$ cat config.mk
export PLATFORM = sky130hd
export DESIGN_NAME = pkt_uart_rx
export DESIGN_NICKNAME = d
export VERILOG_FILES = /design/src/rtl/pkt_uart_rx_pkg.sv /design/src/rtl/pkt_uart_rx_filter.sv /design/src/rtl/pkt_uart_rx_fifo.sv /design/src/rtl/pkt_uart_rx_core.sv /design/src/rtl/pkt_uart_rx.sv
export SDC_FILE = /design/constraint.sdc
export NUM_CORES = 1
export LEC_CHECK = 0
export CORE_AREA = 3 3 143 248
export DETAILED_ROUTE_END_ITERATION = 10
export DIE_AREA = 0 0 146 251
export PLACE_DENSITY = 0.8
export SLEW_MARGIN = 20
export SYNTH_ARGS = -nofsm -noshare
export SYNTH_HDL_FRONTEND = slang
export SYNTH_SLANG_ARGS = --single-unit
$ cat constraint.sdc
create_clock -name clk -period 8.2 [get_ports clk]
set_input_delay 1.64 -clock clk [delete_from_list [all_inputs] [get_ports clk]]
set_output_delay 1.64 -clock clk [all_outputs]
set_load 0.01 [all_outputs]
$ cat src/rtl/pkt_uart_rx_pkg.sv
package pkt_uart_rx_pkg;

    localparam int ACC_W = 24;

    typedef enum logic [1:0] {
        REG_RATE  = 2'd0,
        REG_MODE  = 2'd1,
        REG_DATA  = 2'd2,
        REG_FRAME = 2'd3
    } reg_sel_e;

    typedef enum logic [2:0] {
        ST_HUNT,
        ST_START,
        ST_DATA,
        ST_PAR,
        ST_STOP
    } rx_state_e;

    typedef struct packed {
        logic [7:0] filt_lo;
        logic [7:0] gap;
        logic       odd;
        logic       par_en;
        logic       mask_en;
        logic       enable;
    } mode_cfg_t;

    typedef struct packed {
        logic bad_pop;
        logic parity;
        logic no_stop;
        logic false_start;
    } err_flags_t;

    localparam int B_FALSE  = 0;
    localparam int B_NOSTOP = 1;
    localparam int B_MASKEN = 2;
    localparam int B_EN     = 3;
    localparam int B_PARERR = 5;
    localparam int B_MASKED = 6;
    localparam int B_BUSY   = 7;
    localparam int B_CLR_LO = 16;
    localparam int B_PAREN  = 17;
    localparam int B_ODD    = 18;
    localparam int B_FQNE   = 21;
    localparam int B_BADPOP = 30;
    localparam int B_CLR_HI = 31;

    // value the parity bit must carry for a given data byte
    function automatic logic parity_bit(input logic [7:0] d, input logic odd);
        return (^d) ^ odd;
    endfunction

endpackage

$ cat src/rtl/pkt_uart_rx_filter.sv
module pkt_uart_rx_filter #(
    parameter int LEN_W = 16
) (
    input  logic             clk,
    input  logic             rst,
    input  logic             line_in,
    input  logic             tx_active,
    input  logic             mask_en,
    input  logic [LEN_W-1:0] len,
    output logic             line_out,
    output logic             masked
);
    logic [1:0]       sync_q;
    logic [LEN_W-1:0] cnt_q;
    logic             eff;

    // a masked line looks idle
    assign eff = masked ? 1'b1 : sync_q[1];

    always_ff @(posedge clk) begin
        if (rst) begin
            sync_q   <= 2'b11;
            masked   <= 1'b0;
            line_out <= 1'b1;
            cnt_q    <= '0;
        end else begin
            sync_q <= {sync_q[0], line_in};
            masked <= mask_en & tx_active;
            if (eff == line_out) begin
                cnt_q <= '0;
            end else if (cnt_q >= len) begin
                line_out <= eff;
                cnt_q    <= '0;
            end else begin
                cnt_q <= cnt_q + 1'b1;
            end
        end
    end

endmodule

$ cat src/rtl/pkt_uart_rx_fifo.sv
module pkt_uart_rx_fifo #(
    parameter int W     = 8,
    parameter int DEPTH = 16,
    parameter int CW    = $clog2(DEPTH + 1)
) (
    input  logic          clk,
    input  logic          rst,
    input  logic          flush,
    input  logic          push,
    input  logic [W-1:0]  din,
    input  logic          pop,
    output logic [W-1:0]  dout,
    output logic [CW-1:0] count,
    output logic          empty,
    output logic          full
);
    localparam int AW = (DEPTH > 1) ? $clog2(DEPTH) : 1;
    localparam logic [CW-1:0] FULL_C = CW'(DEPTH);
    localparam logic [AW-1:0] LAST_C = AW'(DEPTH - 1);

    logic [W-1:0]  mem [DEPTH];
    logic [AW-1:0] wr_ptr, rd_ptr;
    logic          push_ok, pop_ok;

    assign empty   = (count == '0);
    assign full    = (count == FULL_C);
    assign push_ok = push && !full;
    assign pop_ok  = pop && !empty;
    assign dout    = mem[rd_ptr];

    always_ff @(posedge clk) begin
        if (push_ok) mem[wr_ptr] <= din;
    end

    always_ff @(posedge clk) begin
        if (rst || flush) begin
            wr_ptr <= '0;
            rd_ptr <= '0;
            count  <= '0;
        end else begin
            if (push_ok) wr_ptr <= (wr_ptr == LAST_C) ? '0 : wr_ptr + 1'b1;
            if (pop_ok)  rd_ptr <= (rd_ptr == LAST_C) ? '0 : rd_ptr + 1'b1;
            case ({push_ok, pop_ok})
                2'b10:   count <= count + 1'b1;
                2'b01:   count <= count - 1'b1;
                default: count <= count;
            endcase
        end
    end

endmodule

$ cat src/rtl/pkt_uart_rx_core.sv
module pkt_uart_rx_core
    import pkt_uart_rx_pkg::*;
#(
    parameter int LEN_W = 10
) (
    input  logic             clk,
    input  logic             rst,
    input  logic             flush,
    input  logic             line,
    input  logic             enable,
    input  logic [ACC_W-1:0] inc,
    input  logic             par_en,
    input  logic             odd,
    input  logic [7:0]       gap,
    input  logic             data_full,
    input  logic             frame_full,
    output logic             byte_push,
    output logic [7:0]       byte_data,
    output logic             frame_push,
    output logic [LEN_W-1:0] frame_len,
    output logic             busy,
    output logic             ev_false_start,
    output logic             ev_no_stop,
    output logic             ev_parity
);
    localparam logic [ACC_W-1:0] HALF_C = ACC_W'(1) << (ACC_W - 1);
    localparam logic [LEN_W-1:0] LEN_MAX = '1;

    rx_state_e        state_q;
    logic [ACC_W-1:0] acc_q;
    logic [ACC_W:0]   sum;
    logic             tick;
    logic             line_q;
    logic [7:0]       shreg_q;
    logic [2:0]       bit_q;
    logic             par_bad_q;
    logic [7:0]       gap_q;
    logic [LEN_W-1:0] bytes_q;

    assign sum  = {1'b0, acc_q} + {1'b0, inc};
    assign tick = sum[ACC_W];
    assign busy = (state_q != ST_HUNT);

    always_ff @(posedge clk) begin
        if (rst || flush) begin
            state_q        <= ST_HUNT;
            acc_q          <= '0;
            line_q         <= 1'b1;
            shreg_q        <= '0;
            bit_q          <= '0;
            par_bad_q      <= 1'b0;
            gap_q          <= '0;
            bytes_q        <= '0;
            byte_push      <= 1'b0;
            byte_data      <= '0;
            frame_push     <= 1'b0;
            frame_len      <= '0;
            ev_false_start <= 1'b0;
            ev_no_stop     <= 1'b0;
            ev_parity      <= 1'b0;
        end else begin
            byte_push      <= 1'b0;
            frame_push     <= 1'b0;
            ev_false_start <= 1'b0;
            ev_no_stop     <= 1'b0;
            ev_parity      <= 1'b0;
            line_q         <= line;
            acc_q          <= sum[ACC_W-1:0];
            case (state_q)
                ST_HUNT: begin
                    if (tick && gap_q != 8'hFF) gap_q <= gap_q + 1'b1;
                    if (bytes_q != '0 && gap_q >= gap) begin
                        frame_push <= !frame_full;
                        frame_len  <= bytes_q;
                        bytes_q    <= '0;
                    end
                    if (enable && line_q && !line) begin
                        acc_q     <= HALF_C;
                        gap_q     <= '0;
                        par_bad_q <= 1'b0;
                        state_q   <= ST_START;
                    end
                end
                ST_START: if (tick) begin
                    if (!line) begin
                        bit_q   <= '0;
                        state_q <= ST_DATA;
                    end else begin
                        ev_false_start <= 1'b1;
                        state_q        <= ST_HUNT;
                    end
                end
                ST_DATA: if (tick) begin
                    shreg_q <= {line, shreg_q[7:1]};
                    bit_q   <= bit_q + 1'b1;
                    if (bit_q == 3'd7) state_q <= par_en ? ST_PAR : ST_STOP;
                end
                ST_PAR: if (tick) begin
                    par_bad_q <= (line != parity_bit(shreg_q, odd));
                    state_q   <= ST_STOP;
                end
                ST_STOP: if (tick) begin
                    state_q <= ST_HUNT;
                    gap_q   <= '0;
                    if (line) begin
                        ev_parity <= par_bad_q;
                        if (!data_full) begin
                            byte_push <= 1'b1;
                            byte_data <= shreg_q;
                            if (bytes_q != LEN_MAX) bytes_q <= bytes_q + 1'b1;
                        end
                    end else begin
                        ev_no_stop <= 1'b1;
                    end
                end
                default: state_q <= ST_HUNT;
            endcase
        end
    end

endmodule

$ cat src/rtl/pkt_uart_rx.sv
module pkt_uart_rx
    import pkt_uart_rx_pkg::*;
#(
    parameter int DATA_DEPTH  = 16,
    parameter int FRAME_DEPTH = 16,
    parameter int LEN_W       = 10
) (
    input  logic        clk,
    input  logic        rst,
    input  logic        rx_line,
    input  logic        tx_active,
    input  logic        wr_en,
    input  logic [1:0]  reg_addr,
    input  logic [31:0] wr_data,
    input  logic        rd_en,
    output logic [31:0] rd_data
);
    localparam int DCNT_W = $clog2(DATA_DEPTH + 1);
    localparam int FCNT_W = $clog2(FRAME_DEPTH + 1);

    logic [31:0]       rate_q;
    mode_cfg_t         cfg_q;
    err_flags_t        err_q;
    reg_sel_e          sel;
    logic              wr_mode, clear_cmd;
    logic              data_pop, frame_pop, data_rd;
    logic              line_filt, masked;
    logic              byte_push, frame_push, busy;
    logic [7:0]        byte_data, data_dout;
    logic [LEN_W-1:0]  frame_len, frame_dout;
    logic [DCNT_W-1:0] data_cnt;
    logic [FCNT_W-1:0] frame_cnt;
    logic              data_empty, data_full, frame_empty, frame_full;
    logic              ev_false_start, ev_no_stop, ev_parity;
    logic [31:0]       status;

    assign sel       = reg_sel_e'(reg_addr);
    assign wr_mode   = wr_en && (sel == REG_MODE);
    assign clear_cmd = wr_mode && wr_data[B_CLR_HI] && wr_data[B_CLR_LO];
    assign data_rd   = rd_en && (sel == REG_DATA);
    assign data_pop  = data_rd && !data_empty;
    assign frame_pop = rd_en && (sel == REG_FRAME) && !frame_empty;

    pkt_uart_rx_filter #(.LEN_W(16)) u_filter (
        .clk       (clk),
        .rst       (rst),
        .line_in   (rx_line),
        .tx_active (tx_active),
        .mask_en   (cfg_q.mask_en),
        .len       ({rate_q[31:24], cfg_q.filt_lo}),
        .line_out  (line_filt),
        .masked    (masked)
    );

    pkt_uart_rx_core #(.LEN_W(LEN_W)) u_core (
        .clk            (clk),
        .rst            (rst),
        .flush          (clear_cmd),
        .line           (line_filt),
        .enable         (cfg_q.enable),
        .inc            (rate_q[ACC_W-1:0]),
        .par_en         (cfg_q.par_en),
        .odd            (cfg_q.odd),
        .gap            (cfg_q.gap),
        .data_full      (data_full),
        .frame_full     (frame_full),
        .byte_push      (byte_push),
        .byte_data      (byte_data),
        .frame_push     (frame_push),
        .frame_len      (frame_len),
        .busy           (busy),
        .ev_false_start (ev_false_start),
        .ev_no_stop     (ev_no_stop),
        .ev_parity      (ev_parity)
    );

    pkt_uart_rx_fifo #(.W(8), .DEPTH(DATA_DEPTH), .CW(DCNT_W)) u_data_q (
        .clk   (clk),
        .rst   (rst),
        .flush (clear_cmd),
        .push  (byte_push),
        .din   (byte_data),
        .pop   (data_pop),
        .dout  (data_dout),
        .count (data_cnt),
        .empty (data_empty),
        .full  (data_full)
    );

    pkt_uart_rx_fifo #(.W(LEN_W), .DEPTH(FRAME_DEPTH), .CW(FCNT_W)) u_frame_q (
        .clk   (clk),
        .rst   (rst),
        .flush (clear_cmd),
        .push  (frame_push),
        .din   (frame_len),
        .pop   (frame_pop),
        .dout  (frame_dout),
        .count (frame_cnt),
        .empty (frame_empty),
        .full  (frame_full)
    );

    always_ff @(posedge clk) begin
        if (rst) begin
            rate_q <= '0;
            cfg_q  <= '0;
            err_q  <= '0;
        end else begin
            if (wr_en && sel == REG_RATE) rate_q <= wr_data;
            if (wr_mode && !clear_cmd) begin
                cfg_q.filt_lo <= wr_data[29:22];
                cfg_q.gap     <= wr_data[15:8];
                cfg_q.odd     <= wr_data[B_ODD];
                cfg_q.par_en  <= wr_data[B_PAREN];
                cfg_q.mask_en <= wr_data[B_MASKEN];
                cfg_q.enable  <= wr_data[B_EN];
                if (wr_data[B_FALSE])  err_q.false_start <= 1'b0;
                if (wr_data[B_NOSTOP]) err_q.no_stop     <= 1'b0;
                if (wr_data[B_PARERR]) err_q.parity      <= 1'b0;
                if (wr_data[B_BADPOP]) err_q.bad_pop     <= 1'b0;
            end
            if (ev_false_start)         err_q.false_start <= 1'b1;
            if (ev_no_stop)             err_q.no_stop     <= 1'b1;
            if (ev_parity)              err_q.parity      <= 1'b1;
            if (data_rd && data_empty)  err_q.bad_pop     <= 1'b1;
        end
    end

    always_comb begin
        status           = '0;
        status[B_FALSE]  = err_q.false_start;
        status[B_NOSTOP] = err_q.no_stop;
        status[B_MASKEN] = cfg_q.mask_en;
        status[B_EN]     = cfg_q.enable;
        status[B_PARERR] = err_q.parity;
        status[B_MASKED] = masked;
        status[B_BUSY]   = busy;
        status[15:8]     = cfg_q.gap;
        status[20:16]    = 5'(frame_cnt);
        status[B_FQNE]   = !frame_empty;
        status[29:22]    = cfg_q.filt_lo;
        status[B_BADPOP] = err_q.bad_pop;
    end

    always_ff @(posedge clk) begin
        if (rst) begin
            rd_data <= '0;
        end else if (rd_en) begin
            case (sel)
                REG_RATE:  rd_data <= rate_q;
                REG_MODE:  rd_data <= status;
                REG_DATA:  rd_data <= data_empty ? 32'd0 : 32'(data_dout);
                REG_FRAME: rd_data <= frame_empty ? 32'd0 : 32'(frame_dout);
                default:   rd_data <= '0;
            endcase
        end
    end

endmodule

### Word-level counts from Yosys, hierarchy flattened

Memory sizes are Yosys's and may differ from the RTL's. A register that Yosys moved wholly into a read port is not among the register bits.
Index checks and enable logic that the tools add are counted.

| storage, ports and cells | value |
|---|---|
| bits in registers | 215 |
| bits in writable memories | 288 |
| input port bits | 40 |
| output and inout port bits | 32 |
| logic and storage cells | 219 |
| memories | 2 |

Memory list:

| name | depth | width | read ports | clocked after Yosys merged registers in | write ports | RTL line | source |
|---|---|---|---|---|---|---|---|
| u_frame_q.mem | 16 | 10 | 1 | 1 | 1 | pkt_uart_rx_fifo.sv:21 | `logic [W-1:0] mem [DEPTH];` |
| u_data_q.mem | 16 | 8 | 1 | 1 | 1 | pkt_uart_rx_fifo.sv:21 |  |

| operators by class | value |
|---|---|
| add/sub/neg operators | 13 |
| order comparisons | 2 |
| equal/unequal tests | 34 |
| muxes and demuxes | 58 |
| bitwise operators | 10 |
| reductions and logical operators | 63 |

Operator list:

| operator | number |
|---|---|
| one-hot mux 32 bit (4 select lines) | 1 |
| 2-to-1 mux 10 bit | 6 |
| 2-to-1 mux 24 bit | 2 |
| 2-to-1 mux 4 bit | 9 |
| 2-to-1 mux 8 bit | 4 |
| 2-to-1 mux 3 bit | 10 |
| nonzero test 2 bit | 13 |
| adder 24 x 24 -> 25 bit | 1 |
| one-hot mux 10 bit (2 select lines) | 1 |
| one-hot mux 5 bit (2 select lines) | 2 |
| logical AND 1 bit | 18 |
| 2-to-1 mux 1 bit | 18 |
| adder 16 x 1 -> 16 bit (second input constant) | 1 |
| adder 4 x 1 -> 4 bit (second input constant) | 4 |
| equality test 4 bit (second input constant) | 4 |
| >= comparator 16 bit | 1 |
| inequality test 2 x 1 -> 1 bit (second input constant) | 8 |
| one-hot mux 8 bit (2 select lines) | 1 |
| one-hot mux 3 bit (5 select lines) | 1 |
| AND reduction 2 bit | 7 |
| AND reduction 6 bit | 2 |
| OR reduction 3 bit | 4 |
| adder 10 x 1 -> 10 bit (second input constant) | 1 |
| adder 5 x 1 -> 5 bit (second input constant) | 2 |
| 33 further kinds | 59 |

### Depth between registers and ports, before layout

| logic depth | value |
|---|---|
| depth in word-level cells | 8 |
| mapped depth | 14 |
| gate-level depth less buffers | 13 |

### By module

A second synthesis with hierarchy kept.

| second synthesis, totals | value |
|---|---|
| cell total of the unflattened synthesis | 1785 |
| area, all modules | 22649.2 um^2 |

By module, submodules not included:

| module | instances | cells an instance | area each (um^2) | seq. area each (um^2) |
|---|---|---|---|---|
| pkt_uart_rx_fifo (u_frame_q) | 1 | 341 | 7039.3 | 5144.9 |
| pkt_uart_rx_fifo (u_data_q) | 1 | 297 | 5848.1 | 4184.0 |
| pkt_uart_rx_core | 1 | 546 | 4591.9 | 1621.6 |
| pkt_uart_rx | 1 | 461 | 3973.8 | 1761.7 |
| pkt_uart_rx_filter | 1 | 140 | 1196.1 | 400.4 |

### Worst setup path after synthesis

Ideal clock, no wire load.

| timing path | value |
|---|---|
| kind | input-to-reg |
| start | input port reg_addr[1] |
| end | register u_frame_q.count[4] |
| library setup time | 0.070 ns |
| arrival time | 3.967 ns |
| data required time | 8.130 ns |
| path slack | 4.163 ns |
| stages | 10 |
| path buffers | 1 |
| cell sequence | clkbuf_1 > nand3_1 > nor2_1 > ha_1 > ha_1 > a21o_1 > a21oi_1 > xor2_1 > or3_1 > a21oi_1 |

| between the ends | value |
|---|---|
| word-level cells in the longest chain between the ends | 6 |
| elaborated cells between the ends (all ways) | 13 |
| those cells by class | eq/ne (4); mux (1); reduce/logical (8) |

Ends and longest elaborated chain:

| element | RTL line | source |
|---|---|---|
| start: declaration | pkt_uart_rx.sv:13 | `input logic [1:0] reg_addr,` |
| equality test 2 bit | pkt_uart_rx.sv:42 | `assign frame_pop = rd_en && (sel == REG_FRAME) && !frame_empty;` |
| logical AND 1 bit (2 in a row) | pkt_uart_rx.sv:42 |  |
| logical AND 1 bit | pkt_uart_rx_fifo.sv:28 | `assign pop_ok = pop && !empty;` |
| equality test 2 x 1 -> 1 bit or equality test 2 bit (tied branches) | pkt_uart_rx_fifo.sv:43 | `case ({push_ok, pop_ok})` |
| one-hot mux 5 bit (2 select lines) or nonzero test 2 bit (tied branches) | - |  |
| end signal: assignment | pkt_uart_rx_fifo.sv:44 | `2'b10: count <= count + 1'b1;` |
| end signal: assignment | pkt_uart_rx_fifo.sv:45 | `2'b01: count <= count - 1'b1;` |
| end signal: assignment | pkt_uart_rx_fifo.sv:46 | `default: count <= count;` |
| end: declaration | pkt_uart_rx_fifo.sv:13 | `output logic [CW-1:0] count,` |

Several ways; a longest one is shown, not always the timed one.
A chain may end at the register's enable or synchronous reset.

### Worst setup path in the final report

| timing path | value |
|---|---|
| start | input port rd_en |
| end | register u_frame_q.count[4] |

| between the ends | value |
|---|---|
| word-level cells in the longest chain between the ends | 5 |
| elaborated cells between the ends (all ways) | 7 |
| those cells by class | eq/ne (2); mux (1); reduce/logical (4) |

Ends and longest elaborated chain:

| element | RTL line | source |
|---|---|---|
| start: declaration | pkt_uart_rx.sv:15 | `input logic rd_en,` |
| logical AND 1 bit * (2 in a row) | pkt_uart_rx.sv:42 |  |
| logical AND 1 bit * | pkt_uart_rx_fifo.sv:28 |  |
| equality test 2 x 1 -> 1 bit or equality test 2 bit (tied branches) | pkt_uart_rx_fifo.sv:43 |  |
| one-hot mux 5 bit (2 select lines) or nonzero test 2 bit (tied branches) | - |  |

Mark *: on every way between the ends. The rest lies on a longest branch, timed or not.

==> summary.md <==
| Metric | Value |
|---|---|
| Cell area after layout | `24200 um2` |
| Worst-skew pair later-pin latency | `570 ps` |
| Critical Path Max Stage Delay | `900 ps` |
| Reg clk slew, reported paths | `60 ps` |
| Clock Tree Buf Depth | `3` |
| Nets | `1878` |
| Vias in the first global route | `13800` |
| Final setup vio count | `0` |
| Crit-path cells | `clkdlybuf4s50_1 > inv_1 > nor2_1 > ha_1 > fa_1 > a21o_1 > a21oi_1 > xor2_1 > or3_1 > a21oi_1` |
| Rel. slew slack | `25.1%` |
| Number of port buffers | `71` |
| Ys Warns | `0` |
| Die area | `36600 um2` |
| Die Y | `251 um` |
| Via Count | `13700` |
| Commonest non-fill, non-tap cells in the layout | `edfxtp_1, dfxtp_1, nor2_1, nand2_1, a21oi_1` |
| CTS Buf Count | `45` |
| Hold Vio Cnt, Final | `0` |
| Yosys top cell by area | `edfxtp_1` |
| Kind of critical path | `in2reg` |
| Complex-gate fraction of the synthesized area | `7.96%` |
| Most common library cell in the layout ignoring fill and taps | `edfxtp_1` |
| Status | `finished clean` |
| Util after Layout | `71.8%` |
| Final max-slew violation count | `0` |
| Main combinational cell family by area after synthesis | `multiplexers` |
| Syn Area/Cell | `12.7 um2` |
| Crit path launch type | `input port` |
| CTS Hold Buffers Added | `0` |
| Top-area cell type share of the netlist area | `39.9%` |
| Synth-to-layout area growth | `11.7%` |
| GPL Wtd Cong | `0.922` |
| Flops & latches, synth | `511` |
| H-tree Lvls | `2` |
| CP Data Arrival Time | `5310 ps` |
| Tcrit/Tclk final | `58.8%` |
| Vias per cell | `6.09` |
| Synth unique cells | `71` |
| Share of cells above drive strength 1 | `12.1%` |
| Adder-Cell Fraction of Synth Area | `4.43%` |
| Setup TNS | `0 ps` |
| P_int | `3940 uW` |
| # diodes | `0` |
| CTS tree | `yes` |
| Starting Density | `64.3%` |
| Residual DRC | `0` |
| CTS resizes | `0` |
| Congestion Overflow GR | `0` |
| Clock share of power | `42.6%` |
| Sequential cell area fraction in the yosys report | `60.5%` |
| Row cnt | `89` |
| Worst Tran Pin Value | `1120 ps` |
| Core Area | `33700 um2` |
| Synth top area cells | `edfxtp_1, dfxtp_1, mux4_2` |
| Largest net degree at the start of global routing | `79` |
| Pwr Total | `4970 uW` |
| Syn Nets | `1825` |
| Peak VDD IR | `225 uV` |
| XOR/XNOR Fraction of Synth Area | `2.34%` |
| Most common cell on crit path | `a21oi_1` |
| Initial antenna violation count | `0` |
| First-pass GRT wire length | `76100 um` |
| Mux share of post-synthesis cell area | `11.6%` |
| RSZ-0062 raised after global routing | `no` |
| Reg power frac | `54.5%` |
| Fmax | `207 MHz` |
| Post-DRT Antenna Nets | `0` |
| Hold_ws | `411 ps` |
| Power per cell area | `205 nW/um2` |
| Max Cap Viol | `0` |
| Clk sinks | `511` |
| Crit. End Element | `register` |
| Post-synth EDFFs | `288` |
| CP max FO | `31` |
| Switching share of power | `20.7%` |
| Synthesized instance count | `1710` |
| Drt wl/cell | `21.5 um` |
| Total track usage | `26.4%` |
| Die width | `146 um` |
| Mapped Area | `21700 um2` |
| Synth Area in Simple Gates | `10.5%` |
| Pre-antenna DRT Iters | `5` |
| I/O pins | `72` |
| HP Class | `reg2reg` |
| Combinational fraction of design power | `3.0%` |
| Postcts setup bufs | `0` |
| Clock root buffer master | `clkbuf_16` |
| Period minus WS final | `4820 ps` |
| Critical Path RT | `8690 ps` |
| Crit-path slowest cell | `inv_1` |
| Psw | `1030 uW` |
| DR iter-0 viols | `814` |
| Async set or reset register ratio after synthesis | `0%` |
| Final HPWL DP | `32900 um` |
| P_leak | `0.00843 uW` |
| Dominant synthesized flop cell | `edfxtp_1` |
| Placed Area | `22700 um2` |
| Clk_skew | `19.3 ps` |
| DRT Wirelength | `48400 um` |
Yosys cell counts (26+ instances only):
cell and n:
edfxtp_1 288, ha_1 72, clkbuf_1 59, dfxtp_1 223, a21oi_1 111, o21ai_1 28
mux4_2 88, nor3_1 28, inv_1 54, xnor2_1 32, a22oi_1 28, mux2i_1 37
xor2_1 26, nor2_1 187, nand2_1 173
worst max-delay path, delay by kind of cell:
kind | cells | cell delay, ps
compound gates | 3 | 510
buf+inv | 2 | 1470
xor+xnor | 1 | 90
fa+ha+maj | 2 | 850
simple gates | 2 | 760
power by group through the flow:
stage	registers (uW)	clock network, uW	logic (uW)
floorplan	2760	0	91.7
global placement	2760	0	142
detailed placement	2760	0	145
CTS	2710	2150	146
global route	2710	2240	161
finish	2710	2120	147
kinds of logic after synthesis:
group,Yosys count
flip-flops,511
AO/OA/AOI/OAI,277
multiplexers,140
buffers and inverters,140
XOR/XNOR,58
adder cells (fa/ha/maj),75
AND/OR/NAND/NOR,509
sequential cells by signal, indices dropped and copies added, names as in the netlist, 2 cells and up, named ones only:
name	cells
u_core.state_q	3
u_core.gap_q	8
u_core.byte_data	8
u_core.acc_q	24
u_core.shreg_q	8
u_core.bit_q	3
u_filter.sync_q	2
u_data_q.count	5
u_frame_q.count	5
rate_q	32
u_data_q.wr_ptr	4
u_frame_q.rd_ptr	4
u_data_q.mem	128
rd_data	32
err_q	4
u_filter.cnt_q	16
u_frame_q.mem	160
u_frame_q.wr_ptr	4
cfg_q	20
u_data_q.rd_ptr	4
u_core.frame_len	10
u_core.bytes_q	10
layer usage:
layer	global-route usage, %	wire length, um	vias up
li1	-	-	6361
met1	31.6	17900	6813
met2	47.6	25500	431
met3	3.66	2620	127
met4	12.1	2390	0
met5	0	0	-
layout make-up:
class	instances	area (um2)
clock buffers	57	1220
clock inverters	25	256
well taps	455	569
multi-input cells	1059	8000
flip-flops and latches	511	13100
repair buffers	91	856
inverters	55	206
fillers	2213	9520
final timing paths:
check,startpoint,end,slack (ps),depth (start not counted)
setup / recovery,rd_en,u_frame_q.count[4]$_SDFFE_PP0P_,3380,10
hold / removal,u_filter.sync_q[0]$_SDFF_PP1_,u_filter.sync_q[1]$_SDFF_PP1_,410,1
setup reg to reg,u_data_q.count[0]$_SDFFE_PP0P_,u_data_q.count[4]$_SDFFE_PP0P_,4790,12
hold reg to reg,u_filter.sync_q[0]$_SDFF_PP1_,u_filter.sync_q[1]$_SDFF_PP1_,410,1
through the flow:
stage          worst slack [ps]  cells
6_report                   3380   2253
5_1_grt                    3110   2253
4_1_cts                    3420   2252
3_5_place_dp               2830   2170
3_3_place_gp               2970   2170
2_1_floorplan              4160   1710
No activity file was read; power rests on OpenSTA's default activity.
